--- src/rtl/wdw_pkg.sv ---
`timescale 1ns/1ps
package wdw_pkg;
   // status bit positions decoded by software
   localparam int ST_WIN  = 0;
   localparam int ST_EVT  = 5;
   localparam int ST_BAD2 = 6;
   localparam int ST_BAD1 = 7;

   // register byte offsets decoded by software
   localparam logic [7:0] OFS_CTRL = 8'h00;
   localparam logic [7:0] OFS_ARM  = 8'h10;
   localparam logic [7:0] OFS_FIRE = 8'h20;
   localparam logic [7:0] OFS_STAT = 8'h30;
   localparam logic [7:0] OFS_CNT  = 8'h40;
   localparam logic [7:0] OFS_PER  = 8'h60;
   localparam logic [7:0] OFS_WIN  = 8'h70;

   typedef enum logic [2:0] {
      SEL_NONE, SEL_CTRL, SEL_ARM, SEL_FIRE, SEL_STAT, SEL_CNT, SEL_PER, SEL_WIN
   } reg_sel_e;

   typedef struct packed {
      logic bad_arm;
      logic bad_fire;
      logic evt;
      logic win;
   } flags_t;
endpackage

--- src/rtl/wdw_regs.sv ---
`timescale 1ns/1ps
module wdw_regs
   import wdw_pkg::*;
#(
   parameter int ADDR_W = 8,
   parameter int DATA_W = 32,
   parameter int CNT_W  = 32,
   parameter int KEY_W  = 8,
   parameter int EN_BIT = 15,
   parameter logic [CNT_W-1:0] PERIOD_RST = CNT_W'(100000),
   parameter logic [CNT_W-1:0] WINDOW_RST = CNT_W'(25000)
) (
   input  logic              clk,
   input  logic              rst_n,
   input  logic              wr_en,
   input  logic              rd_en,
   input  logic [ADDR_W-1:0] addr,
   input  logic [DATA_W-1:0] wdata,
   input  logic [CNT_W-1:0]  cnt,
   input  flags_t            flags,
   output logic [DATA_W-1:0] rdata,
   output logic              run,
   output logic [CNT_W-1:0]  period,
   output logic [CNT_W-1:0]  window,
   output logic              arm_wr,
   output logic              fire_wr,
   output logic              stop,
   output logic [KEY_W-1:0]  arm_key,
   output logic [KEY_W-1:0]  fire_key
);
   localparam int ARM_LO = KEY_W;
   localparam int ARM_HI = 2 * KEY_W - 1;

   initial begin
      if (ADDR_W < 7)          $error("wdw_regs: ADDR_W too small for the offset map");
      if (DATA_W < 2 * KEY_W)  $error("wdw_regs: DATA_W cannot hold both key fields");
      if (EN_BIT >= DATA_W)    $error("wdw_regs: EN_BIT outside the data word");
      if (CNT_W > DATA_W)      $error("wdw_regs: CNT_W wider than the data word");
   end

   logic             run_q, lock_q;
   logic [CNT_W-1:0] per_q, win_q;
   logic             wr_ok, rd_ok;
   reg_sel_e         sel;

   function automatic reg_sel_e decode(input logic [ADDR_W-1:0] a);
      if (a == ADDR_W'(OFS_CTRL)) return SEL_CTRL;
      if (a == ADDR_W'(OFS_ARM))  return SEL_ARM;
      if (a == ADDR_W'(OFS_FIRE)) return SEL_FIRE;
      if (a == ADDR_W'(OFS_STAT)) return SEL_STAT;
      if (a == ADDR_W'(OFS_CNT))  return SEL_CNT;
      if (a == ADDR_W'(OFS_PER))  return SEL_PER;
      if (a == ADDR_W'(OFS_WIN))  return SEL_WIN;
      return SEL_NONE;
   endfunction

   assign sel     = decode(addr);
   assign wr_ok   = wr_en & ~lock_q;
   assign rd_ok   = rd_en & ~lock_q;
   assign stop    = wr_ok & (sel == SEL_CTRL) & ~wdata[EN_BIT] & run_q;
   assign arm_wr  = wr_ok & (sel == SEL_ARM);
   assign fire_wr = wr_ok & (sel == SEL_FIRE);
   assign arm_key  = wdata[ARM_HI:ARM_LO];
   assign fire_key = wdata[KEY_W-1:0];

   always_ff @(posedge clk) begin
      if (!rst_n) begin
         run_q  <= 1'b0;
         lock_q <= 1'b0;
         per_q  <= PERIOD_RST;
         win_q  <= WINDOW_RST;
      end else begin
         lock_q <= stop;
         if (wr_ok && sel == SEL_CTRL) run_q <= wdata[EN_BIT];
         if (wr_ok && sel == SEL_PER)  per_q <= wdata[CNT_W-1:0];
         if (wr_ok && sel == SEL_WIN)  win_q <= wdata[CNT_W-1:0];
      end
   end

   always_comb begin
      rdata = '0;
      if (rd_ok) begin
         unique case (sel)
            SEL_CTRL: rdata[EN_BIT] = run_q;
            SEL_STAT: begin
               rdata[ST_WIN]  = flags.win;
               rdata[ST_EVT]  = flags.evt;
               rdata[ST_BAD2] = flags.bad_fire;
               rdata[ST_BAD1] = flags.bad_arm;
            end
            SEL_CNT:  rdata = DATA_W'(cnt);
            SEL_PER:  rdata = DATA_W'(per_q);
            SEL_WIN:  rdata = DATA_W'(win_q);
            default:  rdata = '0;
         endcase
      end
   end

   assign run    = run_q;
   assign period = per_q;
   assign window = win_q;

   // dead cycle after a stop leaves every writable field untouched
   assert_lockout_holds_R9: assert property (@(posedge clk) disable iff (!rst_n)
      lock_q |=> (run_q == $past(run_q) && per_q == $past(per_q) && win_q == $past(win_q)));

   // a stop always leaves the timer off
   assert_stop_clears_run_R2: assert property (@(posedge clk) disable iff (!rst_n)
      stop |=> !run_q);
endmodule

--- src/rtl/wdw_count.sv ---
`timescale 1ns/1ps
module wdw_count #(
   parameter int CNT_W           = 32,
   parameter bit STOP_ON_TIMEOUT = 1'b1
) (
   input  logic             clk,
   input  logic             rst_n,
   input  logic             run,
   input  logic             stop,
   input  logic             restart,
   input  logic             cause_clr,
   input  logic [CNT_W-1:0] period,
   input  logic [CNT_W-1:0] window,
   output logic [CNT_W-1:0] cnt,
   output logic             win_open,
   output logic             evt,
   output logic             cause
);
   initial begin
      if (CNT_W < 2) $error("wdw_count: CNT_W must be at least 2");
   end

   logic [CNT_W-1:0] cnt_q, thresh, nxt, after_cnt;
   logic             win_q, evt_q, cause_q;
   logic             reach, timeout;

   assign thresh  = (window >= period) ? '0 : (period - window);
   assign nxt     = cnt_q + CNT_W'(1);
   assign reach   = (nxt >= period);
   assign timeout = run & ~evt_q & ~stop & ~restart & reach;

   generate
      if (STOP_ON_TIMEOUT) begin : g_freeze
         assign after_cnt = cnt_q;
      end else begin : g_free
         assign after_cnt = nxt;
      end
   endgenerate

   always_ff @(posedge clk) begin
      if (!rst_n) begin
         cnt_q   <= '0;
         win_q   <= 1'b0;
         evt_q   <= 1'b0;
         cause_q <= 1'b0;
      end else begin
         if (stop || restart) begin
            cnt_q <= '0;
            win_q <= 1'b0;
            if (stop) evt_q <= 1'b0;
         end else if (run) begin
            if (evt_q) begin
               cnt_q <= after_cnt;
            end else begin
               cnt_q <= nxt;
               if (reach) begin
                  evt_q <= 1'b1;
                  win_q <= 1'b0;
               end else begin
                  win_q <= (nxt >= thresh);
               end
            end
         end
         if (timeout)        cause_q <= 1'b1;
         else if (cause_clr) cause_q <= 1'b0;
      end
   end

   assign cnt      = cnt_q;
   assign win_open = win_q;
   assign evt      = evt_q;
   assign cause    = cause_q;

   assert_timeout_flags_R3: assert property (@(posedge clk) disable iff (!rst_n)
      timeout |=> (evt && !win_open && cause));

   assert_evt_holds_R3: assert property (@(posedge clk) disable iff (!rst_n)
      (evt && !stop) |=> evt);

   assert_restart_zero_R6: assert property (@(posedge clk) disable iff (!rst_n)
      (restart && !stop) |=> (cnt == '0 && !win_open));

   assert_cause_sticky_R8: assert property (@(posedge clk) disable iff (!rst_n)
      (cause && !cause_clr) |=> cause);

   assert_idle_holds_R2: assert property (@(posedge clk) disable iff (!rst_n)
      (!run && !stop && !restart) |=> $stable(cnt));
endmodule

--- src/rtl/wdw_keys.sv ---
`timescale 1ns/1ps
module wdw_keys #(
   parameter int KEY_W = 8,
   parameter logic [KEY_W-1:0] KEY_ARM  = KEY_W'(8'h40),
   parameter logic [KEY_W-1:0] KEY_FIRE = KEY_W'(8'h08)
) (
   input  logic             clk,
   input  logic             rst_n,
   input  logic             stop,
   input  logic             arm_wr,
   input  logic [KEY_W-1:0] arm_key,
   input  logic             fire_wr,
   input  logic [KEY_W-1:0] fire_key,
   input  logic             win_open,
   output logic             restart,
   output logic             bad_arm,
   output logic             bad_fire
);
   initial begin
      if (KEY_ARM == KEY_FIRE) $error("wdw_keys: the two keys must differ");
   end

   logic arm_q, bad_arm_q, bad_fire_q;

   assign restart = fire_wr & (fire_key == KEY_FIRE) & arm_q & win_open;

   always_ff @(posedge clk) begin
      if (!rst_n) begin
         arm_q      <= 1'b0;
         bad_arm_q  <= 1'b0;
         bad_fire_q <= 1'b0;
      end else if (stop) begin
         arm_q      <= 1'b0;
         bad_arm_q  <= 1'b0;
         bad_fire_q <= 1'b0;
      end else begin
         if (arm_wr) begin
            if (arm_key == KEY_ARM) arm_q     <= 1'b1;
            else                    bad_arm_q <= 1'b1;
         end
         if (fire_wr) begin
            arm_q <= 1'b0;
            if (!restart) bad_fire_q <= 1'b1;
         end
      end
   end

   assign bad_arm  = bad_arm_q;
   assign bad_fire = bad_fire_q;

   assert_bad_arm_key_R5: assert property (@(posedge clk) disable iff (!rst_n)
      (arm_wr && arm_key != KEY_ARM) |=> bad_arm);

   assert_fire_unarmed_R7: assert property (@(posedge clk) disable iff (!rst_n)
      (fire_wr && !arm_q) |=> (bad_fire && !restart));

   assert_fire_closed_R7: assert property (@(posedge clk) disable iff (!rst_n)
      (fire_wr && !win_open) |=> bad_fire);

   assert_good_fire_clean_R6: assert property (@(posedge clk) disable iff (!rst_n)
      (restart && !bad_fire) |=> !bad_fire);
endmodule

--- src/rtl/wdw_deadman.sv ---
`timescale 1ns/1ps
module wdw_deadman
   import wdw_pkg::*;
#(
   parameter int ADDR_W    = 8,
   parameter int DATA_W    = 32,
   parameter int CNT_W     = 32,
   parameter int KEY_W     = 8,
   parameter int EN_BIT    = 15,
   parameter logic [KEY_W-1:0] KEY_ARM  = KEY_W'(8'h40),
   parameter logic [KEY_W-1:0] KEY_FIRE = KEY_W'(8'h08),
   parameter logic [CNT_W-1:0] PERIOD_RST = CNT_W'(100000),
   parameter logic [CNT_W-1:0] WINDOW_RST = CNT_W'(25000),
   parameter int CAUSE_W   = 8,
   parameter int CAUSE_BIT = 5,
   parameter bit STOP_ON_TIMEOUT = 1'b1
) (
   input  logic              clk,
   input  logic              rst_n,
   input  logic              bus_wr,
   input  logic              bus_rd,
   input  logic [ADDR_W-1:0] bus_addr,
   input  logic [DATA_W-1:0] bus_wdata,
   output logic [DATA_W-1:0] bus_rdata,
   input  logic              cause_clr,
   output logic              reset_req,
   output logic [CAUSE_W-1:0] rst_cause
);
   initial begin
      if (CAUSE_BIT >= CAUSE_W) $error("wdw_deadman: CAUSE_BIT outside rst_cause");
   end

   logic             run, stop, restart;
   logic             arm_wr, fire_wr;
   logic [KEY_W-1:0] arm_key, fire_key;
   logic [CNT_W-1:0] period, window, cnt;
   logic             win_open, evt, cause, bad_arm, bad_fire;
   flags_t           flags;

   assign flags = '{bad_arm: bad_arm, bad_fire: bad_fire, evt: evt, win: win_open};

   wdw_regs #(
      .ADDR_W(ADDR_W), .DATA_W(DATA_W), .CNT_W(CNT_W), .KEY_W(KEY_W),
      .EN_BIT(EN_BIT), .PERIOD_RST(PERIOD_RST), .WINDOW_RST(WINDOW_RST)
   ) u_regs (
      .clk(clk), .rst_n(rst_n), .wr_en(bus_wr), .rd_en(bus_rd),
      .addr(bus_addr), .wdata(bus_wdata), .cnt(cnt), .flags(flags),
      .rdata(bus_rdata), .run(run), .period(period), .window(window),
      .arm_wr(arm_wr), .fire_wr(fire_wr), .stop(stop),
      .arm_key(arm_key), .fire_key(fire_key)
   );

   wdw_count #(
      .CNT_W(CNT_W), .STOP_ON_TIMEOUT(STOP_ON_TIMEOUT)
   ) u_count (
      .clk(clk), .rst_n(rst_n), .run(run), .stop(stop), .restart(restart),
      .cause_clr(cause_clr), .period(period), .window(window),
      .cnt(cnt), .win_open(win_open), .evt(evt), .cause(cause)
   );

   wdw_keys #(
      .KEY_W(KEY_W), .KEY_ARM(KEY_ARM), .KEY_FIRE(KEY_FIRE)
   ) u_keys (
      .clk(clk), .rst_n(rst_n), .stop(stop),
      .arm_wr(arm_wr), .arm_key(arm_key),
      .fire_wr(fire_wr), .fire_key(fire_key),
      .win_open(win_open), .restart(restart),
      .bad_arm(bad_arm), .bad_fire(bad_fire)
   );

   assign reset_req = evt | bad_arm | bad_fire;

   generate
      for (genvar i = 0; i < CAUSE_W; i++) begin : g_cause
         if (i == CAUSE_BIT) begin : g_live
            assign rst_cause[i] = cause;
         end else begin : g_zero
            assign rst_cause[i] = 1'b0;
         end
      end
   endgenerate

   // a key error seen at the port keeps the reset request up until a stop
   assert_req_persists_R7: assert property (@(posedge clk) disable iff (!rst_n)
      (reset_req && !stop) |=> reset_req);
endmodule

--- config.mk ---
export PLATFORM = sky130hd
export DESIGN_NAME = wdw_deadman
export DESIGN_NICKNAME = d
export VERILOG_FILES = /design/src/rtl/wdw_pkg.sv /design/src/rtl/wdw_regs.sv /design/src/rtl/wdw_count.sv /design/src/rtl/wdw_keys.sv /design/src/rtl/wdw_deadman.sv
export SDC_FILE = /design/constraint.sdc
export NUM_CORES = 1
export LEC_CHECK = 0
export BUFFER_PORTS_ARGS = -buffer_cell sky130_fd_sc_hd__buf_4
export CAP_MARGIN = 15
export CORE_ASPECT_RATIO = 1.75
export CORE_UTILIZATION = 60
export DETAILED_ROUTE_END_ITERATION = 16
export HOLD_SLACK_MARGIN = 0.12
export PLACE_DENSITY = 0.88
export SLEW_MARGIN = 15
export SYNTH_ARGS = -nofsm -noshare
export SYNTH_HDL_FRONTEND = slang
export SYNTH_HIERARCHICAL = 1
export SYNTH_SLANG_ARGS = --single-unit
--- constraint.sdc ---
create_clock -name clk -period 8.3 [get_ports clk]
set_input_delay 0.415 -clock clk [delete_from_list [all_inputs] [get_ports clk]]
set_output_delay 0.415 -clock clk [all_outputs]
set_load 0.01 [all_outputs]
==> impl_results.md <==
- Status: finished, violations left
- Violations in the final reports: design-rule violations
- Met3 WL: approximately 1700 um
- FF+latch count, synth: approximately 100
- Seq/Total Area, Yosys: between 20% and 30%
- CP Capture Type: flop
- DP Area: 9780 um^2
- Largest family of logic cells by synthesized area: simple AND/OR/NAND/NOR gates
- Largest cells by area after synthesis: dfxtp_1 22%, ha_1 13%, nand2_1 5.1%, o21ai_0 5.0%, nand3_1 4.1%
- Sink Count: 104
- Met1 wire length: ~10000 um
- CTS Buf Count: 9
- Asr flop ratio synth: 0%
- Fin area: 10100 um^2
- Xor/xnor cell area share of the yosys netlist: under 10%
- Cell row count: 60
- Leakage power: 4.31 nW
- Setup TNS: 0 ns
- Leading area contributor after synthesis: dfxtp_1
- DR pass1 iterations: 13
- Buffers and inverters on the worst path: 1
- Mux share of post-synthesis cell area: 5.73%
- Via/cell ratio: roughly 6.5
- Starting Density: around 61%
- Skew-Pair Late Insertion Delay: around 0.36 ns
- Antenna diodes: 0
- CORE AREA: roughly 15000 um^2
- Compound-cell area share of the yosys netlist: between 10% and 20%
- First-pass GRT wire length: ~46000 um
- Worst path top cell family by delay: simple AND/OR/NAND/NOR gates
- Number of synthesized flops with an enable pin: 0
- Worst endpoint data arrival time: about 4.7 ns
- DR DRC count: 1
- Clock Path Buffers: 2
- Synth Instances: 1223
- GP Congestion: a little over 1
- IO Pins: 86
- Tot Pwr: a little over 1 mW
- Slew headroom: a little under a quarter
- Post-Route WL: 29600 um
- Initial antenna violation count: 0
- Detail Placement HPWL: roughly 22000 um
- CTS tree: done
- Clock Pin Slew Worst Setup and Hold Paths: about 0.08 ns
- Most frequent cells after synthesis: 127 x nand2_1, 104 x dfxtp_1, 97 x ha_1, 93 x o21ai_0, 83 x nor2_1
- Count of cell types in the netlist: approximately 80
- Most common cell in the netlist: nand2_1
- WP depth: 17
- CP peak stage delay: ~0.75 ns
- WS Path Type: flop to flop
- R2R depth: 17
- Die area: 16100 um^2
- Maximum vdd ir drop: slightly above 0.08 mV
- Synth warnings: 6
- Adder-cell share of the synthesized area: roughly an eighth
- WHS Path Cells: 3
- Startpoint class of the critical path: flop
- PwrDens: 101 nW/um^2
- DR iter-0 viols: 477
- Worst-Margin Slew: approximately 1.2 ns
- Mapped Avg Cell Area: between 7 and 8 um^2
- Die Width: between 90 and 100 um
- WL/cell: approximately 21 um
- Cell Area, Synth: 9360 um^2
- Congestion Overflow GR: 0
- Req. time, crit path: 8.54 ns
- Crit-path cells: inv_1 > ha_1 > nand4_1 > nor3_1 > nand2_1 > nor2_1 > a31oi_4 > nor2_2 > nand3b_1 > ha_1 > a21o_1 > a21o_1 > a211oi_1 > o21ai_0 > a21oi_1 > o211a_1 > o21ai_0
- CP max-delay cell: nor2_2
- Max Clock Freq: between 0.2 and 0.25 GHz
- Post-Synth Simple-Gate Area: between 20% and 30%
- Slew Viols, Final: 0
- Top-area cell type share of the netlist area: between 20% and 30%
- P&R area growth vs syn: 7.48%
- Clock skew: between 0.01 and 0.015 ns
- Setup violations, final: 0
- Vias: about 9300
- H-tree levels: 3
- Pin count of the biggest net entering global routing: 101
- CTS Hold Buffers Added: 0
- Port bufs: roughly 80
- Die height: approximately 170 um
- Root Buffer: clkbuf_16
- HP Class: primary input to flop
- Crit path launch: u_regs/window[24]$_SDFFE_PN0P_
- Total Routing Usage GR: 37.8%
- Top sig layer: met5
- Crit Path Max Fanout: 26
- Post-cts repair resize count: 0
- Worst hold margin: around 0.28 ns
- Final period util: a little over half
- Wire length on met2: between 10000 and 15000 um
- Hold path startpoint: bus_wdata[16]
- Antenna-violating nets left: 0
- Final Util: between 60 and 70%
- Worst R2R End: u_count/win_open$_SDFFE_PP0P_
- Crit path time final: about 4.4 ns
- Share of layout cells above drive strength 1: a little over an eighth
- Nets: ~1400
- Vias in the first global route: 9001
- Reg2reg setup slack: roughly 3.9 ns
- R2r startpoint: u_regs/window[24]$_SDFFE_PN0P_
- Ys flop type: dfxtp_1
- Unrepaired setup endpoints after global routing: no
- Fill count: roughly 1300
- Hold path endpoint: u_regs/period[16]$_SDFFE_PN1P_
- Maxcap violations: 0
- Post-CTS setup buffer count: 0
- Final hold viol count: 0
## layout make-up
cell class | instances | area [um^2] | share of cell area (%)
inverters | 82 | 308 | 3.06
multi-input cells | 961 | 6530 | 64.9
well taps | 186 | 233 | 2.31
flip-flops and latches | 104 | 2080 | 20.7
clock inverters | 6 | 50.0 | 0.497
repair buffers | 83 | 623 | 6.19
clock buffers | 10 | 239 | 2.37
## worst max path at each step
stage                               endpoint  slack, ns
6_report       u_count/win_open$_SDFFE_PP0P_       3.87
3_5_place_dp   u_count/win_open$_SDFFE_PP0P_       3.97
4_1_cts        u_count/win_open$_SDFFE_PP0P_       3.94
3_3_place_gp   u_count/win_open$_SDFFE_PP0P_       4.10
5_1_grt        u_count/win_open$_SDFFE_PP0P_       3.46
2_1_floorplan  u_count/win_open$_SDFFE_PP0P_       4.71
## placed cells by master (no fill, tap or decap), types with 9 or more instances in the layout
cell type / Yosys / final
xnor2_1: 31 / 31
clkbuf_16: 0 / 9
a21o_1: 22 / 22
and3_1: 9 / 9
nor2_2: 12 / 12
xor2_1: 29 / 29
inv_1: 82 / 82
buf_4: 25 / 83
a211oi_1: 14 / 14
mux2_2: 29 / 29
nor3_1: 31 / 31
nand4_1: 24 / 24
o21ai_0: 93 / 93
nand2_1: 127 / 127
mux2i_1: 21 / 21
a21oi_1: 65 / 65
ha_1: 97 / 97
a22oi_1: 27 / 27
or3_1: 17 / 17
a31oi_1: 11 / 11
dfxtp_1: 104 / 104
nand3_1: 76 / 76
o21a_1: 10 / 10
o21ai_1: 15 / 15
nor2_1: 83 / 83
## routing by layer
metal,up-vias,track usage [%]
li1,4396,-
met4,2,41.2
met2,393,62.8
met1,4305,34.4
met3,187,8.76
met5,-,2.33
## power by group
part,switching (mW),internal [mW],total (mW)
Combinational,0.0491,0.0317,0.0808
Clock,0.217,0.217,0.434
Sequential,0.000458,0.499,0.499
## flip-flops by register name (all words and copies together), names as in the netlist
name and count:
u_count/cause 1, u_count/cnt 32, u_count/evt 1, u_count/win_open 1, u_keys/arm_q 1, u_keys/bad_arm 1, u_keys/bad_fire 1, u_regs/lock_q 1
u_regs/period 32, u_regs/run 1, u_regs/window 32
## metrics by stage
stage               cells  setup WS [ns]
global placement     1416           4.10
detailed placement   1416           3.97
floorplan            1229           4.71
global route         1432           3.46
finish               1432           3.87
CTS                  1432           3.94
## tightest hold or removal path, cell delays in order
cell and delay [ns]:
buf_4 0.08, mux2i_1 0.05, nand2_1 0.06
## cells by family after synthesis
group,after synthesis
AOI/OAI and AO/OA,294
xor gates and xnor gates,60
adders and majority gates,98
buffers and inverters,164
DFF,104
muxes,50
other,1
and+or+nand+nor,452
No activity file was read; power rests on OpenSTA's default activity.
